**config.mk**
```make
export PLATFORM = sky130hd
export DESIGN_NAME = flag_alu
export DESIGN_NICKNAME = d
export VERILOG_FILES = /design/src/rtl/flag_alu.sv
export SDC_FILE = /design/constraint.sdc
export NUM_CORES = 1
export LEC_CHECK = 0
export BUFFER_PORTS_ARGS = -buffer_cell sky130_fd_sc_hd__buf_2
export CORE_MARGIN = 10
export CORE_UTILIZATION = 44
export CTS_BUF_LIST = sky130_fd_sc_hd__clkbuf_8
export DETAILED_ROUTE_END_ITERATION = 10
export HOLD_SLACK_MARGIN = 0.02
export PLACE_DENSITY = 0.72
export SYNTH_ARGS = -nofsm -noshare
export SYNTH_HDL_FRONTEND = slang
export SYNTH_SLANG_ARGS = --single-unit
```
**constraint.sdc**
```tcl
create_clock -name clk -period 8.2 [get_ports clk]
set_input_delay 1.64 -clock clk [delete_from_list [all_inputs] [get_ports clk]]
set_output_delay 1.64 -clock clk [all_outputs]
set_load 0.005 [all_outputs]
```
**src/rtl/flag_alu.sv**
```systemverilog
module flag_alu #(
  parameter int WIDTH = 32
) (
  input  logic             clk,
  input  logic             rst_n,
  input  logic [WIDTH-1:0] a_i,
  input  logic [WIDTH-1:0] b_i,
  input  logic [1:0]       op_i,
  input  logic             cin_i,
  input  logic             flag_we_i,
  output logic [WIDTH-1:0] res_o,
  output logic             neg_o,
  output logic             zero_o,
  output logic             carry_o,
  output logic             ovf_o,
  output logic [3:0]       flags_q_o
);
  localparam int MSB = WIDTH - 1;

  logic             is_sub;
  logic             carry_in;
  logic [WIDTH-1:0] b_eff;
  logic [WIDTH:0]   sum;
  logic [WIDTH-1:0] sign_mix;

  assign is_sub   = op_i[1];
  assign b_eff    = is_sub ? ~b_i : b_i;
  assign carry_in = op_i[0] ? cin_i : is_sub;
  assign sum      = {1'b0, a_i} + {1'b0, b_eff} + {{WIDTH{1'b0}}, carry_in};

  assign res_o    = sum[MSB:0];
  assign carry_o  = sum[WIDTH];
  assign neg_o    = sum[MSB];
  assign zero_o   = (sum[MSB:0] == '0);

  assign sign_mix = is_sub ? (a_i ^ b_i) : ~(a_i ^ b_i);
  assign ovf_o    = sign_mix[MSB] & (a_i[MSB] ^ sum[MSB]);

  always_ff @(posedge clk or negedge rst_n) begin
    if (!rst_n)
      flags_q_o <= 4'b0000;
    else if (flag_we_i)
      flags_q_o <= {neg_o, zero_o, carry_o, ovf_o};
  end
endmodule

```
==> impl_metrics.csv, run 1 <==
group,metric,value,unit
outcome,status,"finished clean",
timing,finalHoldViolations,0,
setup_path,crit_fanout,17,
synthesis,synth_nets,541,
floorplanning,die_x,102,um
clocking,path_clk_slew,0.03,ns
synthesis,ys_types,60,
clocking,tritoncts,"built",
finish,antennaDiodeCount,0,
setup_path,crit_path_end_kind,"primary output",
clocking,cts_setup_buffers,0,
clocking,clockBufferDepth,2,
setup_path,slowest_stage,"fa_1",
finish,stdcell_count,613,
finish,top_regs,"flags_q_o (4)",
timing,maxSlewViolCount,0,
drt,wire_per_inst,17.1,um
clocking,h-tree-depth,1,
floorplanning,start_util,0.462,
synthesis,syn_area,2990,um^2
setup_path,worstSetupStartpointType,"primary input",
timing,relSlewSlack,0.524,
clocking,cts_sinks,4,
floorplanning,io_pins,110,
finish,drive_above_1_share,0.235,
drt,drc,0,
timing,worst_hold_slack,0.498,ns
timing,worst_pin_slew,0.705,ns
placement,port_buffers,109,
global_route,first_global_vias,3724,
drt,viasPerCell,6.08,
timing,tns,0,ns
global_route,grt_use_total,0.187,
clocking,root_buffer,"clkbuf_8",
setup_path,crit_arrival,5.19,ns
timing,rsz0062_at_grt,"no",
placement,dp_cells,610,
synthesis,synthArstFlopShare,1.00,
clocking,clock_latency,0.22,ns
timing,setup_viol,0,
floorplanning,rows,29,
floorplanning,core,6460,um^2
floorplanning,die-area,10500,um^2
global_route,grt_first_pass_wirelength,16.8,mm
finish,area_growth,21.0,%
synthesis,ys_ff_latch,4,
drt,dr.pass1.iters,5,
drt,vias,3725,
global_route,grt_overflow,0,
synthesis,synthCells,438,
synthesis,synth-seq-area-share,0.0335,
finish,largest_reg_flops,4,
setup_path,crit_family,"compound AO/OA/AOI/OAI gates",
synthesis,synth_flop_cell,"dfrtp_1",
finish,max_flop_register,"flags_q_o",
setup_path,critPathRequiredTime,6.56,ns
drt,routed_wl,10.5,mm
placement,dp_hpwl,8.96,mm
floorplanning,die_y,102,um
setup_path,cp_slowest_stage_delay,0.44,ns
drt,drt_iter0_drc,197,
pwr,p_per_area,142,nW/um^2
clocking,hold_buffers,0,
finish,postLayoutCoreUtil,0.559,
clocking,cts_buffers,3,
placement,gp_congestion,0.975,
synthesis,yosys_warnings,0,
drt,ant_nets,0,
min_path,hold_path.class,"reg2reg",
synthesis,syn_area_per_cell,6.82,um^2
setup_path,path_buf_inv,4,
global_route,antenna_found_initial,0,
setup_path,criticalPathCategory,"in2out",
global_route,grt_max_degree,18,
synthesis,synth_edf_count,0,
finish,nets,641,
pwr,vdd_drop_max,79.4,uV
timing,fin_skew,0,ns
timing,fmax,146,MHz
setup_path,path_cells,"buf_2 > buf_4 > xor2_1 > inv_1 > fa_1 > nand2b_1 > a211oi_2 > o21ai_1 > a31o_1 > nand2b_1 > a211o_1 > nor4_1 > nand4b_1 > nor4_2 > buf_2",
flow_run,maxCapViolations,0,
timing,finalCritPeriodShare,0.833,
timing,min_period,6.83,ns
pwr,p_leak,1.70,nW
clocking,post_cts_resized,0,
==> worst paths after layout <==
| check | startpoint | end | slack [ns] | cells after the start |
|---|---|---|---|---|
| worst max register to register | flags_q_o[0] | flags_q_o[0] | 7.45 | 1 |
| max in group asynchronous | rst_n | flags_q_o[0] | 6.86 | 1 |
| min in group asynchronous | rst_n | flags_q_o[1] | 1.22 | 1 |
| worst max-delay path | op_i[1] | zero_o | 1.37 | 15 |
| worst min register to register | flags_q_o[3] | flags_q_o[3] | 0.50 | 1 |
| worst min-delay path | flags_q_o[3] | flags_q_o[3] | 0.50 | 1 |
==> logic make-up after synthesis <==
kind of cell               count (synthesis)  share of synthesized area
DFF                                        4                     0.0335
buffers and inverters                     46                     0.0629
adders and majority gates                 33                      0.143
muxes                                      5                     0.0180
AOI/OAI and AO/OA                        144                      0.330
xor gates and xnor gates                  43                      0.126
and+or+nand+nor                          163                      0.286
==> synthesized netlist by cell type, types with 4 or more instances <==
cell type / instances / share of area
nand4_1: 6 / 0.013
clkbuf_1: 6 / 0.0075
and3_1: 4 / 0.0084
o21a_1: 5 / 0.013
o21ai_0: 24 / 0.040
a211o_1: 5 / 0.015
or4_1: 5 / 0.013
nor3b_1: 5 / 0.013
and2_1: 9 / 0.019
dfrtp_1: 4 / 0.034
nor2_1: 30 / 0.038
xnor2_1: 11 / 0.032
a21oi_1: 37 / 0.062
o211ai_1: 10 / 0.025
nor3_1: 21 / 0.035
nand3_1: 17 / 0.028
nor4_1: 9 / 0.019
ha_1: 31 / 0.13
o22ai_1: 4 / 0.0084
nand2_1: 32 / 0.040
nand2b_1: 6 / 0.013
inv_1: 29 / 0.036
a21boi_0: 5 / 0.013
or3_1: 6 / 0.013
a211oi_1: 9 / 0.023
xor2_1: 32 / 0.094
a221oi_1: 6 / 0.018
o21ai_1: 4 / 0.0067
buf_2: 8 / 0.013
a21o_1: 11 / 0.028
==> metal layers <==
| metal | routed length (um) | global-route usage | share of wire |
|---|---|---|---|
| met4 | 277 | 0.0683 | 0.026 |
| met1 | 4500 | 0.233 | 0.43 |
| met2 | 4980 | 0.321 | 0.48 |
| met3 | 702 | 0.0250 | 0.067 |
| met5 | 0 | 0 | 0 |
==> layout by cell type (no fill, tap or decap), drive strengths merged, types with 9 or more instances in the layout <==
cell type    n
a21o        11
nor2        30
xor2        32
buf        112
nand3       17
and2         9
o211ai      10
o21ai       28
a211oi      10
nor3        21
nand2       32
a21oi       37
xnor2       11
ha          31
nor4        10
inv         29
==> power by group <==
part	internal, W	switching (W)
logic	0.000183	0.000264
registers	0.0000237	0.00000163
clock network	0.0000313	0.0000106
==> through the flow <==
| step | cell area [um^2] | worst slack, ns | total power (W) |
|---|---|---|---|
| floorplan | 2990 | 1.38 | 0.000320 |
| finish | 3610 | 1.37 | 0.000514 |
| CTS | 3610 | 1.40 | 0.000514 |
| global placement | 3570 | 1.49 | 0.000463 |
| global route | 3610 | 1.05 | 0.000569 |
| detailed placement | 3570 | 1.41 | 0.000469 |
==> area by class of cell <==
type                       count  area, um^2
fill                         672        2850
multi-input combinational    388        2700
timing repair buffer         112         568
inverter                      29         109
sequential                     4         100
tap                           77        96.3
clock buffer                   3        41.3
Power figures use the tool's default switching activity.
==> run 2: changes to the inputs <==
--- a/config.mk
+++ b/config.mk
@@ -11,7 +11,7 @@
 export CTS_BUF_LIST = sky130_fd_sc_hd__clkbuf_8
 export DETAILED_ROUTE_END_ITERATION = 10
 export HOLD_SLACK_MARGIN = 0.02
-export PLACE_DENSITY = 0.72
+export PLACE_DENSITY = 0.75
 export SYNTH_ARGS = -nofsm -noshare
 export SYNTH_HDL_FRONTEND = slang
 export SYNTH_SLANG_ARGS = --single-unit
==> constraint.sdc (replaced) <==
create_clock -name clk -period 5.7 [get_ports clk]
set_input_delay 1.14 -clock clk [delete_from_list [all_inputs] [get_ports clk]]
set_output_delay 1.14 -clock clk [all_outputs]
set_load 0.005 [all_outputs]
==> impl_metrics.csv, run 2 (same netlist as run 1, synthesis figures left out) <==
group,metric,value,unit
placement,pre_cts_ws,0.103,ns
drt,ant_nets,0,
drt,viasPerCell,5.92,
clocking,cts_setup_buffers,0,
timing,setup_ws,0.172,ns
finish,largest_reg_flops,4,
timing,relSlewSlack,0.581,
floorplanning,die_x,102,um
floorplanning,io_pins,110,
timing,fin_skew,0,ns
finish,antennaDiodeCount,0,
pwr,vdd_drop_max,125,uV
global_route,grt_overflow,0,
global_route,antenna_found_initial,0,
finish,drive_above_1_share,0.293,
finish,top_regs,"flags_q_o (4)",
floorplanning,die-area,10500,um^2
setup_path,critPathRequiredTime,4.56,ns
drt,routed_wl,10.8,mm
timing,min_period,5.53,ns
global_route,first_global_vias,3779,
finish,regArea,100,um^2
finish,area_growth,30.9,%
timing,fmax,181,MHz
flow_run,maxCapViolations,0,
pwr,p_leak,1.86,nW
clocking,root_buffer,"clkbuf_8",
finish,n_fill_cell,642,
finish,final_cell_mix,"109 x buf_2, 35 x buf_4, 34 x a21oi_1",
clocking,cts_sinks,4,
drt,drc,0,
setup_path,worstSetupStartpointType,"primary input",
global_route,grt_first_pass_wirelength,17.5,mm
timing,rsz0062_at_grt,"no",
clocking,tritoncts,"built",
setup_path,crit_fanout,21,
floorplanning,start_util,0.462,
drt,wire_per_inst,16.7,um
finish,nets,674,
clocking,cts_buffers,3,
floorplanning,core,6460,um^2
drt,vias,3822,
pwr,p_comb_frac,0.879,
setup_path,criticalPathCategory,"in2out",
finish,multi_input_area,2730,um^2
clocking,path_clk_slew,0.03,ns
clocking,h-tree-depth,1,
setup_path,crit_arrival,4.39,ns
floorplanning,rows,29,
outcome,status,"finished clean",
timing,worst_pin_slew,0.622,ns
timing,maxSlewViolCount,0,
pwr,p_seq_frac,0.046,
drt,drt_iter0_drc,176,
timing,setup_viol,0,
clocking,clock_latency,0.22,ns
pwr,clkPwrFrac,0.075,
min_path,hold_path.class,"reg2reg",
pwr,p_sw,0.000413,W
clocking,clockBufferDepth,2,
global_route,grt_max_degree,22,
timing,finalCritPeriodShare,0.970,
drt,dr.pass1.iters,7,
finish,layout_commonest_cell,"buf_2",
placement,gp_congestion,0.992,
timing,finalHoldViolations,0,
timing,tns,0,ns
floorplanning,die_y,102,um
finish,max_flop_register,"flags_q_o",
pwr,swShare,0.520,
pwr,p_per_area,203,nW/um^2
placement,port_buffers,109,
placement,dp_hpwl,9.30,mm
global_route,grt_use_total,0.199,
setup_path,crit_path_end_kind,"primary output",
pwr,p_int,0.000382,W
run 2: cell count changes in the layout (fill, tap and decap cells not counted), sizes merged:
cell  delta
buf     +33
run 2: metal layers:
layer  global-route usage  part of all wire
met1                0.249              0.44
met2                0.350              0.48
met3               0.0337             0.070
met4               0.0401            0.0083
met5                    0                 0
run 2: metrics by stage:
step                utilization  std cells  power (W)  area (um^2)  hold slack (ns)
floorplan                     -        438   0.000460         2990            0.505
global placement          0.593        643   0.000710         3830            0.494
detailed placement        0.593        643   0.000720         3830            0.496
CTS                       0.600        646   0.000783         3870            0.502
global route              0.605        646   0.000873         3910            0.528
finish                    0.605        646   0.000795         3910            0.496
run 2: final cells by class:
type | count | share of cell area
clock buffer | 3 | 0.0106
multi-input combinational | 388 | 0.699
sequential | 4 | 0.0256
timing repair buffer | 145 | 0.212
inverter | 29 | 0.0278
tap | 77 | 0.0246
run 2: power groups by stage:
stage               Clock [W]  Combinational [W]  Sequential (W)
floorplan                   0           0.000423       0.0000374
CTS                 0.0000603           0.000686       0.0000366
global placement            0           0.000673       0.0000365
global route        0.0000617           0.000774       0.0000370
detailed placement          0           0.000683       0.0000369
finish              0.0000594           0.000699       0.0000365
run 2: path summary, 6_finish.rpt:
| check | start | end | slack [ns] | cells past startpoint |
|---|---|---|---|---|
| min in group asynchronous | rst_n | flags_q_o[0] | 0.72 | 1 |
| setup / recovery | op_i[1] | zero_o | 0.17 | 14 |
| hold / removal | flags_q_o[1] | flags_q_o[1] | 0.50 | 1 |
| max in group asynchronous | rst_n | flags_q_o[1] | 4.86 | 1 |
| hold reg to reg | flags_q_o[1] | flags_q_o[1] | 0.50 | 1 |
| setup reg to reg | flags_q_o[3] | flags_q_o[3] | 4.95 | 1 |
run 2: timing repair:
action | 4_1_cts | 5_1_grt
resized for setup | 0 | 11
hold buffers | 0 | 0
setup endpoints to repair | 0 | 1
run 2: worst max-delay path, cell delays in order:
cell	delay (ns)
buf_2	0.15
buf_12	0.20
xor2_1	0.18
ha_1	0.28
a21o_1	0.19
a211oi_1	0.25
o21ai_0	0.28
o211ai_1	0.38
nor3b_1	0.33
o21ai_0	0.18
nor4_2	0.27
nand4b_1	0.16
nor4_2	0.22
buf_2	0.16
==> run 3: changes to the inputs <==
--- a/config.mk
+++ b/config.mk
@@ -11,7 +11,7 @@
 export CTS_BUF_LIST = sky130_fd_sc_hd__clkbuf_8
 export DETAILED_ROUTE_END_ITERATION = 10
 export HOLD_SLACK_MARGIN = 0.02
-export PLACE_DENSITY = 0.75
+export PLACE_DENSITY = 0.72
 export SYNTH_ARGS = -nofsm -noshare
 export SYNTH_HDL_FRONTEND = slang
 export SYNTH_SLANG_ARGS = --single-unit
==> constraint.sdc (replaced) <==
create_clock -name clk -period 6 [get_ports clk]
set_input_delay 1.2 -clock clk [delete_from_list [all_inputs] [get_ports clk]]
set_output_delay 1.2 -clock clk [all_outputs]
set_load 0.005 [all_outputs]
==> impl_metrics.csv, run 3 (same netlist as run 1, synthesis figures left out) <==
group,metric,value,unit
outcome,status,"finished clean",
floorplanning,die-area,10500,um^2
finish,layout_commonest_cell,"buf_2",
clocking,post_cts_resized,0,
placement,gp_congestion,0.938,
finish,area_growth,25.0,%
clocking,clockBufferDepth,2,
clocking,cts_setup_buffers,0,
finish,multi_input_area,2700,um^2
setup_path,r2r_start,"flags_q_o[1]",
timing,setup_viol,0,
placement,port_buffers,109,
setup_path,crit_path_end_kind,"primary output",
setup_path,critPathRequiredTime,4.80,ns
timing,tns,0,ns
global_route,grt_max_degree,18,
clocking,tritoncts,"built",
clocking,path_clk_slew,0.03,ns
global_route,grt_use_total,0.182,
timing,relSlewSlack,0.611,
floorplanning,start_util,0.462,
setup_path,crit_fanout,5,
finish,stdcell_count,627,
finish,antennaDiodeCount,0,
pwr,p_leak,1.77,nW
placement,dp_cells,624,
drt,viasPerCell,5.88,
flow_run,maxCapViolations,0,
drt,wire_per_inst,16.4,um
floorplanning,die_x,102,um
finish,drive_above_1_share,0.256,
finish,final_cell_mix,"109 x buf_2, 37 x a21oi_1, 32 x xor2_1, 32 x nand2_1",
setup_path,crit_arrival,4.52,ns
clocking,h-tree-depth,1,
finish,nets,655,
global_route,grt_overflow,0,
clocking,root_buffer,"clkbuf_8",
drt,routed_wl,10.3,mm
pwr,vdd_drop_max,153,uV
drt,dr.pass1.iters,6,
finish,regArea,100,um^2
timing,fin_skew,0,ns
setup_path,r2r_slack,5.24,ns
timing,maxSlewViolCount,0,
finish,largest_reg_flops,4,
clocking,cts_buffers,3,
clocking,clock_latency,0.21,ns
timing,setup_ws,0.280,ns
timing,worst_pin_slew,0.578,ns
floorplanning,io_pins,110,
timing,rsz0062_at_grt,"no",
timing,fmax,175,MHz
placement,pre_cts_ws,0.294,ns
clocking,cts_sinks,4,
setup_path,crit_end,"zero_o",
finish,max_flop_register,"flags_q_o",
global_route,antenna_found_initial,0,
setup_path,ff2ff_path_depth,1,
setup_path,criticalPathCategory,"in2out",
finish,top_regs,"flags_q_o (4)",
drt,drc,0,
placement,dp_hpwl,8.99,mm
clocking,hold_buffers,0,
floorplanning,core,6460,um^2
min_path,hold_path.class,"reg2reg",
setup_path,reg2reg_to,"flags_q_o[1]",
floorplanning,rows,29,
setup_path,worstSetupStartpointType,"primary input",
drt,vias,3686,
finish,n_fill_cell,656,
drt,ant_nets,0,
timing,finalHoldViolations,0,
timing,min_period,5.72,ns
setup_path,crit_start,"op_i[1]",
global_route,grt_first_pass_wirelength,16.1,mm
pwr,p_per_area,193,nW/um^2
timing,finalCritPeriodShare,0.953,
floorplanning,die_y,102,um
global_route,first_global_vias,3465,
drt,drt_iter0_drc,245,
run 3: cell type report:
type / instances / area share
Multi-Input combinational cell: 388 / 0.723
Timing Repair Buffer: 126 / 0.184
Inverter: 29 / 0.0292
Sequential cell: 4 / 0.0268
Tap cell: 77 / 0.0258
Clock buffer: 3 / 0.0111
run 3: metal layers:
layer	vias to the layer above	GRT usage	share of wire
met1	1663	0.248	0.45
met4	0	0.0195	0.0068
met3	8	0.0209	0.074
li1	1869	-	-
met2	146	0.308	0.47
met5	-	0	0
run 3: critical path: stages:
cell,delay [ns]
buf_2,0.14
xnor2_1,0.15
fa_1,0.44
fa_1,0.41
nand2b_1,0.18
a211oi_2,0.22
buf_4,0.18
o211ai_1,0.15
a21oi_1,0.23
nor2_1,0.09
and3_1,0.19
nor4_1,0.39
nand4b_1,0.17
nor4_2,0.22
buf_2,0.16
run 3: where the power goes:
| part | internal (W) | switching, W | total, W |
|---|---|---|---|
| registers | 0.0000324 | 0.00000263 | 0.0000350 |
| clock network | 0.0000428 | 0.0000141 | 0.0000569 |
| logic | 0.000267 | 0.000362 | 0.000629 |
| total | 0.000342 | 0.000379 | 0.000721 |
run 3: worst min path at each step:
stage	startpoint	endpoint	slack (ns)	depth (start not counted)
6_report	flags_q_o[3]	flags_q_o[3]	0.51	1
5_1_grt	flags_q_o[3]	flags_q_o[3]	0.52	1
4_1_cts	flags_q_o[3]	flags_q_o[3]	0.51	1
3_5_place_dp	flags_q_o[3]	flags_q_o[3]	0.50	1
3_3_place_gp	flags_q_o[0]	flags_q_o[0]	0.48	1
2_1_floorplan	flags_q_o[0]	flags_q_o[0]	0.51	1
run 3: per-stage QoR:
step / instance area (um^2) / hold WS (ns) / power [W] / util
floorplan: 2990 / 0.505 / 0.000437 / -
global placement: 3690 / 0.484 / 0.000651 / 0.571
detailed placement: 3690 / 0.503 / 0.000659 / 0.571
CTS: 3730 / 0.510 / 0.000720 / 0.577
global route: 3730 / 0.516 / 0.000792 / 0.578
finish: 3730 / 0.510 / 0.000721 / 0.578
